==> config.mk <==
export PLATFORM = sky130hd
export DESIGN_NAME = ipi_dest_resolver
export DESIGN_NICKNAME = d
export VERILOG_FILES = /design/src/rtl/ipi_res_pkg.sv /design/src/rtl/ipi_tgt_match.sv /design/src/rtl/ipi_arb_pick.sv /design/src/rtl/ipi_dest_resolver.sv
export SDC_FILE = /design/constraint.sdc
export NUM_CORES = 1
export LEC_CHECK = 0
export ABC_AREA = 1
export BUFFER_PORTS_ARGS = -buffer_cell sky130_fd_sc_hd__clkbuf_2
export CAP_MARGIN = 20
export CORE_MARGIN = 10
export CORE_UTILIZATION = 42
export DETAILED_ROUTE_END_ITERATION = 12
export PLACE_DENSITY = 0.63
export RECOVER_POWER = 25
export SETUP_SLACK_MARGIN = 0.02
export SLEW_MARGIN = 20
export SYNTH_ARGS = -nofsm -noshare
export SYNTH_HDL_FRONTEND = slang
export SYNTH_SLANG_ARGS = --single-unit
==> constraint.sdc <==
create_clock -name clk -period 9.35 [get_ports clk]
set_input_delay 0.4675 -clock clk [delete_from_list [all_inputs] [get_ports clk]]
set_output_delay 0.4675 -clock clk [all_outputs]
set_load 0.05 [all_outputs]
==> src/rtl/ipi_res_pkg.sv <==
package ipi_res_pkg;

  // Low command word field positions
  localparam int DM_LSB      = 8;
  localparam int LOGICAL_BIT = 11;
  localparam int STATUS_BIT  = 12;
  localparam int SH_LSB      = 18;

  localparam logic [2:0] DM_LOWEST = 3'd1;

  localparam logic [1:0] FMT_FLAT    = 2'd0;
  localparam logic [1:0] FMT_CLUSTER = 2'd1;

  typedef enum logic [1:0] {
    SH_NONE    = 2'd0,
    SH_SELF    = 2'd1,
    SH_ALL_INC = 2'd2,
    SH_ALL_EXC = 2'd3
  } shorthand_e;

  function automatic logic phys_hit(input logic [7:0] id, input logic [7:0] dest);
    return (dest == 8'hFF) || (dest == id);
  endfunction

  function automatic logic logical_hit(input logic [1:0] fmt, input logic [7:0] lid,
                                       input logic [7:0] dest);
    logic r;
    case (fmt)
      FMT_FLAT:    r = |(lid & dest);
      FMT_CLUSTER: r = (lid[7:4] == dest[7:4]) && (|(lid[3:0] & dest[3:0]));
      default:     r = 1'b0;
    endcase
    return r;
  endfunction

endpackage

==> src/rtl/ipi_tgt_match.sv <==
module ipi_tgt_match
  import ipi_res_pkg::*;
#(
  parameter int IDX_W  = 2,
  parameter int MY_IDX = 0
) (
  input  logic [7:0]       phys_id,
  input  logic [7:0]       log_id,
  input  logic [1:0]       fmt,
  input  logic [7:0]       dest,
  input  logic             logical,
  input  logic [1:0]       shorthand,
  input  logic [IDX_W-1:0] src,
  output logic             hit
);

  logic is_self;
  logic dest_hit;

  assign is_self  = (src == IDX_W'(MY_IDX));
  assign dest_hit = logical ? logical_hit(fmt, log_id, dest) : phys_hit(phys_id, dest);

  always_comb begin
    case (shorthand_e'(shorthand))
      SH_NONE:    hit = dest_hit;
      SH_SELF:    hit = is_self;
      SH_ALL_INC: hit = 1'b1;
      SH_ALL_EXC: hit = !is_self;
      default:    hit = 1'b0;
    endcase
  end

endmodule

==> src/rtl/ipi_arb_pick.sv <==
module ipi_arb_pick #(
  parameter int N_TGT = 4,
  parameter int ARB_W = 8
) (
  input  logic [N_TGT*ARB_W-1:0] cnt_flat,
  input  logic [N_TGT-1:0]       cand,
  output logic [N_TGT-1:0]       pick
);

  logic [ARB_W-1:0] best;
  logic             found;

  // Linear scan: strict less-than keeps the lowest index on a tie
  always_comb begin
    best  = '0;
    found = 1'b0;
    pick  = '0;
    for (int i = 0; i < N_TGT; i++) begin
      if (cand[i] && (!found || (cnt_flat[i*ARB_W +: ARB_W] < best))) begin
        best  = cnt_flat[i*ARB_W +: ARB_W];
        found = 1'b1;
        pick  = '0;
        pick[i] = 1'b1;
      end
    end
  end

endmodule

==> src/rtl/ipi_dest_resolver.sv <==
module ipi_dest_resolver
  import ipi_res_pkg::*;
#(
  parameter int N_TGT = 4,
  parameter int ARB_W = 8,
  localparam int IDX_W = (N_TGT > 1) ? $clog2(N_TGT) : 1
) (
  input  logic             clk,
  input  logic             rst_n,
  input  logic             cfg_we,
  input  logic [IDX_W-1:0] cfg_idx,
  input  logic [7:0]       cfg_phys_id,
  input  logic [7:0]       cfg_log_id,
  input  logic [1:0]       cfg_fmt,
  input  logic             cmd_hi_we,
  input  logic [31:0]      cmd_hi_wdata,
  input  logic             cmd_lo_we,
  input  logic [31:0]      cmd_lo_wdata,
  input  logic [IDX_W-1:0] cmd_src,
  output logic [31:0]      cmd_hi_rdata,
  output logic [31:0]      cmd_lo_rdata,
  output logic             out_valid,
  output logic [N_TGT-1:0] out_mask
);

  localparam logic [ARB_W-1:0] CNT_MAX = '1;

  logic [31:0] hi_q, lo_q;
  logic [7:0]  dest;
  logic [1:0]  sh;
  logic        logical;
  logic        is_lowest;

  logic [N_TGT-1:0]       hit_vec;
  logic [N_TGT-1:0]       pick_vec;
  logic [N_TGT-1:0]       nxt_mask;
  logic [N_TGT*ARB_W-1:0] arb_cnt_flat;
  logic                   lp_accept;

  assign dest      = hi_q[31:24];
  assign sh        = cmd_lo_wdata[SH_LSB +: 2];
  assign logical   = cmd_lo_wdata[LOGICAL_BIT];
  assign is_lowest = (cmd_lo_wdata[DM_LSB +: 3] == DM_LOWEST);

  // Command word registers
  always_ff @(posedge clk) begin
    if (!rst_n) begin
      hi_q <= '0;
      lo_q <= '0;
    end else begin
      if (cmd_hi_we) hi_q <= cmd_hi_wdata & 32'hFF00_0000;
      if (cmd_lo_we) lo_q <= cmd_lo_wdata & ~(32'd1 << STATUS_BIT);
    end
  end

  assign cmd_hi_rdata = hi_q;
  assign cmd_lo_rdata = lo_q;

  // Per-target table, counter and match
  for (genvar i = 0; i < N_TGT; i++) begin : g_tgt
    logic [7:0]       phys_q, log_q;
    logic [1:0]       fmt_q;
    logic [ARB_W-1:0] cnt_q;
    logic             sel_cfg;

    assign sel_cfg = cfg_we && (cfg_idx == IDX_W'(i));

    always_ff @(posedge clk) begin
      if (!rst_n) begin
        phys_q <= '0;
        log_q  <= '0;
        fmt_q  <= FMT_FLAT;
        cnt_q  <= '0;
      end else if (sel_cfg) begin
        phys_q <= cfg_phys_id;
        log_q  <= cfg_log_id;
        fmt_q  <= cfg_fmt;
        cnt_q  <= '0;
      end else if (lp_accept && pick_vec[i] && (cnt_q != CNT_MAX)) begin
        cnt_q  <= cnt_q + 1'b1;
      end
    end

    assign arb_cnt_flat[i*ARB_W +: ARB_W] = cnt_q;

    ipi_tgt_match #(.IDX_W(IDX_W), .MY_IDX(i)) u_match (
      .phys_id   (phys_q),
      .log_id    (log_q),
      .fmt       (fmt_q),
      .dest      (dest),
      .logical   (logical),
      .shorthand (sh),
      .src       (cmd_src),
      .hit       (hit_vec[i])
    );
  end

  ipi_arb_pick #(.N_TGT(N_TGT), .ARB_W(ARB_W)) u_pick (
    .cnt_flat (arb_cnt_flat),
    .cand     (hit_vec),
    .pick     (pick_vec)
  );

  assign lp_accept = cmd_lo_we && is_lowest && (|pick_vec);
  assign nxt_mask  = is_lowest ? pick_vec : hit_vec;

  // Result register
  always_ff @(posedge clk) begin
    if (!rst_n) begin
      out_valid <= 1'b0;
      out_mask  <= '0;
    end else begin
      out_valid <= cmd_lo_we;
      out_mask  <= cmd_lo_we ? nxt_mask : '0;
    end
  end

endmodule

==> impl_metrics.csv <==
group,metric,value,unit
status,status,"finished, final reports clean",
grt,grt_pass1_vias,6698,
power_and_ir_drop,p_leak,3.964,nW
sta,rsz0062_at_grt,"false",
critical_path,end_kind,"flop",
cts,ctsHoldBuffers,0,
sta,period_share,68.59,%
hold_path,hold_path_class,"in2reg",
cells_and_area,drive_gt1_share,12.47,%
placement,place.gp.congestion,0.8722,
yosys,synth_top_area_cell,"dfxtp_1",
route,wl_met2,9423,um
critical_path,critPathMostFrequentCell,"nand2_1",
route,drc,0,
sta,setup_viol_count_final,0,
cts,ctsResizeCount,0,
cts,cts_sinks,148,
floorplan,num_io_pins,160,
route,met1Wirelength,10230,um
cts,cts_buffers,17,
power_and_ir_drop,power.total,1.626,mW
route,maxUsedRoutingLayer,"met4",
placement,dp_slack,3.019,ns
sta,maxSlewViolCount,0,
placement,io_buffers,109,
cells_and_area,syn_to_final_growth,14.98,%
sta,fmax,155.9,MHz
critical_path,path_delay_family,"simple AND/OR/NAND/NOR gates",
grt,antenna_found_initial,0,
route,vias_per_cell,4.944,
route,via_count,7000,
floorplan,row_count,49,
power_and_ir_drop,peakVddDrop,0.1338,mV
cts,cts_tree,"done",
grt,grt_max_degree,87,
critical_path,worstPathMaxFanout,19,
yosys,synthesis.area,7676,um^2
cells_and_area,n_antenna_cell,0,
route,dr.pass1.iters,5,
cts,post_cts_buffers,0,
yosys,synth-seq-area-share,38.60,%
route,ant_nets,0,
yosys,postSynthAreaPerCell,7.075,um^2
yosys,synthCells,1085,
yosys,yosys_most_used_dff,"dfxtp_1",
cts,clk_path_buf_depth,2,
placement,place_hpwl,15100,um
critical_path,crit_slowest_cell,"dfxtp_1",
route,drt_iter0_markers,464,
cts,clock_latency,0.42,ns
floorplan,die_h,155.2,um
cells_and_area,nets,1308,
floorplan,core_area,17960,um^2
sta,skew,0.009050,ns
yosys,ys_types,42,
yosys,synth_edf_count,0,
sta,worst_pin_slew,1.250,ns
critical_path,critPathBufInv,1,
critical_path,start_kind,"flop",
sta,final.setup.tns,0,ns
yosys,synth.top_cell.area_share,38.60,%
cts,cts-root-buf,"clkbuf_16",
route,drt-wirelength-per-cell,14.67,um
cts,clkTransAtPathRegs,0.06,ns
route,wl_met3,810,um
yosys,ys.warnings.count,0,
route,wl,20770,um
sta,max_slew_margin,16.64,%
yosys,synth.area.top_cells,"dfxtp_1, nor2_1, o21ai_0",
power_and_ir_drop,power_density,184.2,nW/um^2
sta,finalCriticalPeriod,6.413,ns
sta,worst_slack,2.937,ns
critical_path,slowest_delay,0.73,ns
grt,grt_pass1_wl,34050,um
critical_path,cp.arrival,6.73,ns
critical_path,crit_required,9.67,ns
yosys,ys_seq_elements,148,
cts,cts_htree_levels,4,
grt,track_usage,17.11,%
yosys,synthArstFlopShare,0,%
sta,whs,0.2666,ns
floorplan,initial_core_util,42.73,%
floorplan,die_w,155.2,um
run,maxCapViolCount,0,
critical_path,critPathKind,"reg2reg",
grt,overflow,0,
sta,hold_viol,0,
floorplan,dieArea,24080,um^2
state kept, by name (all words and copies together) (netlist names):
register and cells:
g_tgt.cnt_q 32, g_tgt.log_q 32, g_tgt.phys_q 32, cmd_lo_rdata 31
cmd_hi_rdata 8, g_tgt.fmt_q 8, out_mask 4, out_valid 1
cell families (layout without fill, tap and decap cells):
logic type,Yosys count,after routing,share of synthesized area [%]
XOR/XNOR,29,29,3.309
buffers and inverters,156,234,9.047
AO/OA/AOI/OAI,227,227,15.50
adder cells (fa/ha/maj),41,41,6.683
flip-flops,148,148,38.60
other,1,25,0.04885
AND/OR/NAND/NOR,483,483,26.81
worst register-to-register path: cells and delay by family (launching register included):
family          cells  cell delay (ns)
flops               1             0.73
fa+ha+maj           4             1.29
compound gates      9             1.47
buf+inv             1             0.25
simple gates       27             2.57
path summary, 6_finish.rpt:
check                                       from                             end  slack, ns  cells past startpoint
setup / recovery   cmd_hi_rdata[31]$_SDFFE_PN0P_  g_tgt[2].cnt_q[5]$_SDFFE_PP0P_       2.94                     41
hold / removal                  cmd_lo_wdata[16]   cmd_lo_rdata[16]$_SDFFE_PN0P_       0.27                      3
setup reg to reg   cmd_hi_rdata[31]$_SDFFE_PN0P_  g_tgt[2].cnt_q[5]$_SDFFE_PP0P_       2.94                     41
hold reg to reg   g_tgt[3].log_q[2]$_SDFFE_PN0P_  g_tgt[3].log_q[2]$_SDFFE_PN0P_       0.45                      2
layer usage:
layer / up-vias / GRT usage (%)
met4: 0 / 5.348
li1: 3684 / -
met1: 3157 / 22.84
met3: 27 / 3.639
met2: 132 / 26.98
met5: - / 0
power breakdown:
| part | switching (mW) | leakage, nW | internal [mW] |
|---|---|---|---|
| logic | 0.192 | 2.48 | 0.0729 |
| registers | 0.0238 | 1.21 | 0.661 |
| clock network | 0.266 | 0.274 | 0.411 |
cell type report:
cell class,count,area [um^2]
fillers,1862,9138
clock buffers,22,474.2
multi-input cells,805,4109
flip-flops and latches,148,2963
repair buffers,115,558.0
clock inverters,8,101.3
inverters,89,334.1
well taps,229,286.5
cell usage after synthesis, types with 3 or more instances:
| cell | instances |
|---|---|
| inv_1 | 83 |
| nor3_1 | 10 |
| nand3_1 | 39 |
| or2_2 | 11 |
| buf_2 | 6 |
| a21oi_1 | 74 |
| ha_1 | 41 |
| xor2_1 | 10 |
| nand4_1 | 18 |
| inv_2 | 4 |
| o41ai_1 | 3 |
| nor4_1 | 3 |
| o21ai_0 | 135 |
| a211oi_1 | 3 |
| nor2_1 | 209 |
| xnor2_1 | 19 |
| clkbuf_1 | 35 |
| nand2_2 | 4 |
| nand2_4 | 5 |
| buf_4 | 25 |
| nand2_1 | 175 |
| dfxtp_1 | 148 |
per-stage QoR:
step	utilization [%]	cell area, um^2	cells
after CTS	49.31	8859	1416
final	49.13	8826	1416
after detailed placement	46.11	8283	1386
after global placement	46.11	8283	1386
after global routing	49.13	8826	1416
after floorplan	-	7766	1109
cells in the final DEF, fill, tap and decap left out, types with 3 or more instances in the layout:
master / Yosys / final
xnor2_1: 19 / 19
nand2_1: 175 / 175
nor2_1: 209 / 209
o21ai_0: 135 / 135
or2_2: 11 / 11
nor3_1: 10 / 10
inv_1: 83 / 83
clkinvlp_4: 0 / 3
nor4_1: 3 / 3
buf_4: 25 / 6
a21oi_1: 74 / 74
o41ai_1: 3 / 3
clkbuf_8: 0 / 3
nand2_2: 4 / 4
clkbuf_16: 0 / 17
xor2_1: 10 / 10
conb_1: 1 / 25
nand3_1: 39 / 39
inv_2: 4 / 4
nand2_4: 5 / 5
clkbuf_2: 0 / 83
dfxtp_1: 148 / 148
clkbuf_1: 35 / 28
ha_1: 41 / 41
a211oi_1: 3 / 3
nand4_1: 18 / 18
(Power assumes the default switching activity.)
